`config.mk`:
```
export PLATFORM = sky130hd
export DESIGN_NAME = io_freeze_seq
export DESIGN_NICKNAME = d
export VERILOG_FILES = /design/src/rtl/io_freeze_seq.sv
export SDC_FILE = /design/constraint.sdc
export NUM_CORES = 1
export LEC_CHECK = 0
export BUFFER_PORTS_ARGS = -buffer_cell sky130_fd_sc_hd__buf_2
export CORE_UTILIZATION = 56
export CTS_CLUSTER_SIZE = 8
export DETAILED_ROUTE_END_ITERATION = 8
export GPL_ROUTABILITY_DRIVEN = 0
export GPL_TIMING_DRIVEN = 0
export PLACE_DENSITY = 0.87
export SLEW_MARGIN = 15
export SYNTH_ARGS = -nofsm -noshare
export SYNTH_HDL_FRONTEND = slang
export SYNTH_SLANG_ARGS = --single-unit
```
`constraint.sdc`:
```
create_clock -name clk -period 3.2 [get_ports clk]
set_input_delay 0.48 -clock clk [delete_from_list [all_inputs] [get_ports clk]]
set_output_delay 0.48 -clock clk [all_outputs]
set_load 0.02 [all_outputs]
```
`src/rtl/io_freeze_seq.sv`:
```
module io_freeze_seq #(
  parameter int NUM_CH        = 3,
  parameter int CLK_PERIOD_NS = 10,
  parameter int SETTLE_NS     = 20
) (
  input  logic              clk,
  input  logic              rst_n,
  input  logic              freeze_req,
  input  logic              thaw_req,
  output logic [NUM_CH-1:0] slew_en_n,
  output logic [NUM_CH-1:0] pullup_en_n,
  output logic [NUM_CH-1:0] hiz_n,
  output logic [NUM_CH-1:0] hold_n,
  output logic [NUM_CH-1:0] cfg_done,
  output logic              busy,
  output logic [NUM_CH-1:0] frozen
);
  localparam int WAIT_RAW = (SETTLE_NS + CLK_PERIOD_NS - 1) / CLK_PERIOD_NS;
  localparam int WAIT_CYC = (WAIT_RAW < 1) ? 1 : WAIT_RAW;
  localparam int CW       = $clog2(WAIT_CYC + 1);
  localparam int CHW      = (NUM_CH < 2) ? 1 : $clog2(NUM_CH);

  logic           thawing;
  logic [CHW-1:0] ch;
  logic [1:0]     step;
  logic [CW-1:0]  cnt;

  wire [1:0] last_step = thawing ? 2'd2 : 2'd1;
  wire       last_ch   = (ch == CHW'(NUM_CH - 1));

  always_ff @(posedge clk or negedge rst_n) begin
    if (!rst_n) begin
      slew_en_n   <= '0;
      pullup_en_n <= '0;
      hiz_n       <= '0;
      hold_n      <= '0;
      cfg_done    <= '0;
      frozen      <= '1;
      busy        <= 1'b0;
      thawing     <= 1'b0;
      ch          <= '0;
      step        <= '0;
      cnt         <= '0;
    end else if (!busy) begin
      if (freeze_req || thaw_req) begin
        busy    <= 1'b1;
        thawing <= !freeze_req;
        ch      <= '0;
        step    <= '0;
        cnt     <= '0;
      end
    end else if (cnt != '0) begin
      cnt <= cnt - 1'b1;
    end else begin
      case ({thawing, step})
        3'b000: begin
          slew_en_n[ch]   <= 1'b0;
          pullup_en_n[ch] <= 1'b0;
          hiz_n[ch]       <= 1'b0;
        end
        3'b001: begin
          hold_n[ch]   <= 1'b0;
          cfg_done[ch] <= 1'b0;
        end
        3'b100: begin
          hold_n[ch]   <= 1'b1;
          cfg_done[ch] <= 1'b1;
        end
        3'b101: begin
          pullup_en_n[ch] <= 1'b1;
          hiz_n[ch]       <= 1'b1;
        end
        3'b110: slew_en_n[ch] <= 1'b1;
        default: ;
      endcase
      if (step == last_step) begin
        step       <= '0;
        frozen[ch] <= !thawing;
        if (last_ch) busy <= 1'b0;
        else         ch   <= ch + 1'b1;
      end else begin
        step <= step + 1'b1;
        cnt  <= CW'(WAIT_CYC - 1);
      end
    end
  end
endmodule

```
## After elaboration in Yosys (flattened, before gate mapping)

Cells that the tools add are included.

| word-level totals | value |
|---|---|
| bits in registers | 26 |
| bits in latches | 0 |
| memory bits (writable) | 0 |
| ROM bits | 0 |
| output and inout bits | 19 |
| logic and storage cells | 82 |
| memories | 0 |

| cells by class | value |
|---|---|
| add/sub/neg operators | 3 |
| multiply operators | 0 |
| div/mod/pow operators | 0 |
| magnitude comparators | 2 |
| equality and inequality tests | 10 |
| shifts and indexed selects | 0 |
| mux-type cells | 25 |
| bitwise operators | 13 |
| reduce and logical (&&, ||, !) cells | 18 |

Operators with widths:

| cell | number |
|---|---|
| $pmux 3 s2 | 5 |
| $mux 2 | 12 |
| $and 3x3->3 | 5 |
| $or 3x3->3 | 5 |
| $reduce_and 3->1 | 4 |
| $reduce_bool 2->1 | 5 |
| $eq 3x3->1 const B | 3 |
| $mux 1 | 6 |
| $reduce_and 2->1 | 3 |
| $add 2x1->2 const B | 2 |
| $ne 2x2->1 const B | 2 |
| $reduce_and 4->1 | 1 |
| $bwmux 3 | 1 |
| $eq 3x1->1 const B | 1 |
| $logic_not 3->1 | 1 |
| $lt 2x3->1 const B | 1 |
| $ne 3x3->1 const B | 1 |
| $not 3->3 | 1 |
| $demux 1 s2 | 1 |
| $eq 2x2->1 | 1 |
| $eq 2x2->1 const B | 1 |
| $ge 2x1->1 const B | 1 |
| $logic_not 1->1 | 2 |
| $ne 2x1->1 const B | 1 |
| 4 further kinds | 5 |

## Logic depth before layout (Yosys ltp)

| depth | value |
|---|---|
| depth after elaboration | 7 |
| depth in mapped cells | 5 |
| depth with buffers taken out | 5 |

## Least setup slack after synthesis

OpenSTA, ideal clock, no wires.

| path | value |
|---|---|
| kind | register to register |
| from | register ch[0] |
| to | register with a tool-made name |
| library setup time | 0.126 ns |
| arrival time | 1.209 ns |
| path slack | 1.865 ns |
| cell stages (with the launch flop) | 6 |
| buffers on the path | 0 |
| period minus slack after synthesis | 1.335 ns |
| cells stage by stage | dfrtp_1 > inv_1 > ha_1 > and4bb_4 > a21boi_2 > a221o_1 |

RTL lines:

| what | RTL line | source |
|---|---|---|
| from (decl) | 24 | `logic [CHW-1:0] ch;` |
| from (signal assigned) | 80 | `else ch <= ch + 1'b1;` |

## Worst setup path in the final report

| path | value |
|---|---|
| from | register busy |
| to | output busy |

RTL lines:

| what | RTL line | source |
|---|---|---|
| from (decl) | 15 | `output logic busy,` |
| from (signal assigned) | 39 | `busy <= 1'b0;` |
| from (signal assigned) | 46 | `busy <= 1'b1;` |
| from (signal assigned) | 79 | `if (last_ch) busy <= 1'b0;` |

No word-level cell between the ends.

==> flow_metrics.env <==
export IMPL_start_util_pct=59.09
export IMPL_first_global_vias=725
export IMPL_rows=16
export IMPL_hpwl_um=1500
export IMPL_r2r_start="ch[0]"
export IMPL_clkSinkCount=20
export IMPL_cp_start_kind="flip-flop"
export IMPL_worst_pin_slew_ps=446.1
export IMPL_numPortBuffers=22
export IMPL_cts_root_buf="clkbuf_4"
export IMPL_max_stage_delay_ps=510
export IMPL_netlist_area_um2=1147
export IMPL_crit_arrival_ps=1020
export IMPL_fill_cells=157
export IMPL_crit_family="flip-flops"
export IMPL_critPathSlowestCell="dfrtp_1"
export IMPL_multi_input_area_um2=544.3
export IMPL_synth_seq_cells=20
export IMPL_ios=23
export IMPL_drcViolationCount=0
export IMPL_synthTopCellsByCount="dfrtp_1, inv_1, buf_4"
export IMPL_ir_worst_vdd_v=0.0005232
export IMPL_cellLeakagePower_uw=0.0006425
export IMPL_final_period_utilization_pct=46.99
export IMPL_cts_buffers=3
export IMPL_ys_flop_type="dfrtp_1"
export IMPL_async_reset_ff_share_pct=100.0
export IMPL_holdBufCountCts=0
export IMPL_core_um2=1942
export IMPL_p_per_area_nw_per_um2=1053
export IMPL_drtAntennaViolNets=0
export IMPL_finalWirelength_um=2107
export IMPL_wl_per_cell_um=13.68
export IMPL_cp_cell_sequence="buf_2"
export IMPL_synth_edf_count=0
export IMPL_die_x_um=47.27
export IMPL_cap_viol_max_count=0
export IMPL_fin_ws_ps=1696
export IMPL_finalClockSkew_ps=1.611
export IMPL_hold_path_class="in -> async"
export IMPL_pre_cts_ws_ps=1763
export IMPL_syn_nets=111
export IMPL_cts_setup_buffers=0
export IMPL_clock_latency_ps=290
export IMPL_clk_pin_slew_ps=110
export IMPL_rsz0062_at_grt="false"
export IMPL_cp_num_buf_inv=1
export IMPL_maxSlewHeadroom_pct=70.26
export IMPL_crit_path_max_fanout=9
export IMPL_die_area_um2=2234
export IMPL_regArea_um2=504.2
export IMPL_diodes=0
export IMPL_period_needed_ps=1504
export IMPL_path_class="reg -> out"
export IMPL_grt_pass1_wl_um=3277
export IMPL_cts_tree="yes"
export IMPL_seq_area_frac_synth_pct=43.95
export IMPL_yosysMostFrequentCell="dfrtp_1"
export IMPL_ys_warn_count=0
export IMPL_status="finished, final reports clean"
export IMPL_worstSetupStartpoint="busy"
export IMPL_maxSlewViolCount=0
export IMPL_via_per_inst=5.584
export IMPL_whs_ps=111.7
export IMPL_track_usage_pct=20.65
export IMPL_crit_required_ps=2720
export IMPL_clockBufferDepth=2
export IMPL_htreeDepth=1
export IMPL_dr_pass1_iters=4
export IMPL_crit_path_end_kind="output pin"
export IMPL_antenna_found_initial=0
export IMPL_drive_above_1_share_pct=38.58
export IMPL_finalHoldViolations=0
export IMPL_synth_area_leader_cell="dfrtp_1"
export IMPL_vias=860
export IMPL_synth_area_leaders="dfrtp_1, dfstp_2, ha_1"
export IMPL_grt_overflow=0
export IMPL_setup_tns_final_ps=0
export IMPL_synth_cell_types=30
export IMPL_syn_to_final_growth_pct=15.70
export IMPL_cts_resized=0
export IMPL_avgSynthCellArea_um2=11.36
export IMPL_drt_iter0_drc=21
export IMPL_num_nets_final=138
export IMPL_setup_viol=0
export IMPL_grt_max_degree=21
export IMPL_syn_inst=101
export IMPL_synth_top_area_share_pct=37.08
export IMPL_fmax_mhz=665.0
export IMPL_fp_dieH_um=47.27
## worst reg2reg max path: cells and delay by family (launching register included)
kind | cells | cell delay, ps
AND/OR/NAND/NOR | 1 | 330
adder cells (fa/ha/maj) | 1 | 180
buffers and inverters | 1 | 90
AO/OA/AOI/OAI | 2 | 330
flip-flops | 1 | 430
## per-stage QoR
step / cell area, µm² / power [µW] / cells / util [%]
after floorplan: 1147 / 1054 / 101 / -
after global routing: 1328 / 1514 / 154 / 68.36
final: 1328 / 1397 / 154 / 68.36
after CTS: 1328 / 1401 / 154 / 68.36
after global placement: 1291 / 1211 / 150 / 66.49
after detailed placement: 1291 / 1249 / 150 / 66.49
## placed cells by master (no fill, tap or decap)
master,synthesis,final
nor2_1,3,3
ha_1,6,6
a21boi_2,2,2
and2b_2,1,1
dfrtp_1,17,17
and3b_1,2,2
nor3_1,1,1
nand2b_1,1,1
nand2_1,4,4
a22oi_1,1,1
o21bai_1,2,2
inv_1,9,9
nor3b_4,2,2
o31a_1,1,1
nor2b_1,1,1
a21boi_1,4,4
a211oi_1,3,3
o21ai_0,5,5
and2_1,2,2
clkbuf_8,0,1
and4bb_4,3,3
o211ai_2,1,1
dfstp_2,3,3
nand3b_1,1,1
mux2i_1,5,5
buf_4,8,8
buf_2,1,23
a221o_1,6,6
a21oi_1,4,4
o21ai_2,1,1
clkbuf_4,0,3
a22o_2,1,1
## final timing paths
kind                       cells past startpoint  slack (ps)         to
hold / removal                                 1         110  async pin
setup / recovery                               1        1700       busy
hold reg to reg                                2         480  frozen[2]
min in group clk                               2         420    thawing
max in group asynchronous                      1        2750  frozen[2]
setup reg to reg                               5        1740  flip-flop
## power by group
part           switching, µW  leakage [µW]  internal, µW  total (µW)
Combinational            433      0.000396           352         785
Sequential              98.4      0.000225           367         466
Clock                   77.0     0.0000210          69.3         146
## metal layers
| metal | track usage, % | share of wire (%) | vias up |
|---|---|---|---|
| met4 | 8.000 | 0.71 | 0 |
| met1 | 27.59 | 47 | 428 |
| met5 | 0 | 0 | - |
| met2 | 32.88 | 49 | 18 |
| li1 | - | - | 412 |
| met3 | 3.846 | 2.7 | 2 |
## cell families after synthesis
family	after synthesis	synth area share (%)
multiplexers	5	4.362
AND/OR/NAND/NOR	21	15.38
buffers and inverters	18	8.615
adder cells (fa/ha/maj)	6	6.543
flip-flops	20	43.95
AO/OA/AOI/OAI	31	21.16
## area by class of cell
| type | count | share of cell area (%) |
|---|---|---|
| buffer | 9 | 4.901 |
| multi-input combinational | 63 | 41.00 |
| inverter | 9 | 2.545 |
| sequential | 20 | 37.98 |
| tap | 27 | 2.545 |
| timing repair buffer | 22 | 8.294 |
| clock buffer | 4 | 2.733 |
Note: power is estimated with default switching activity, not from simulation.
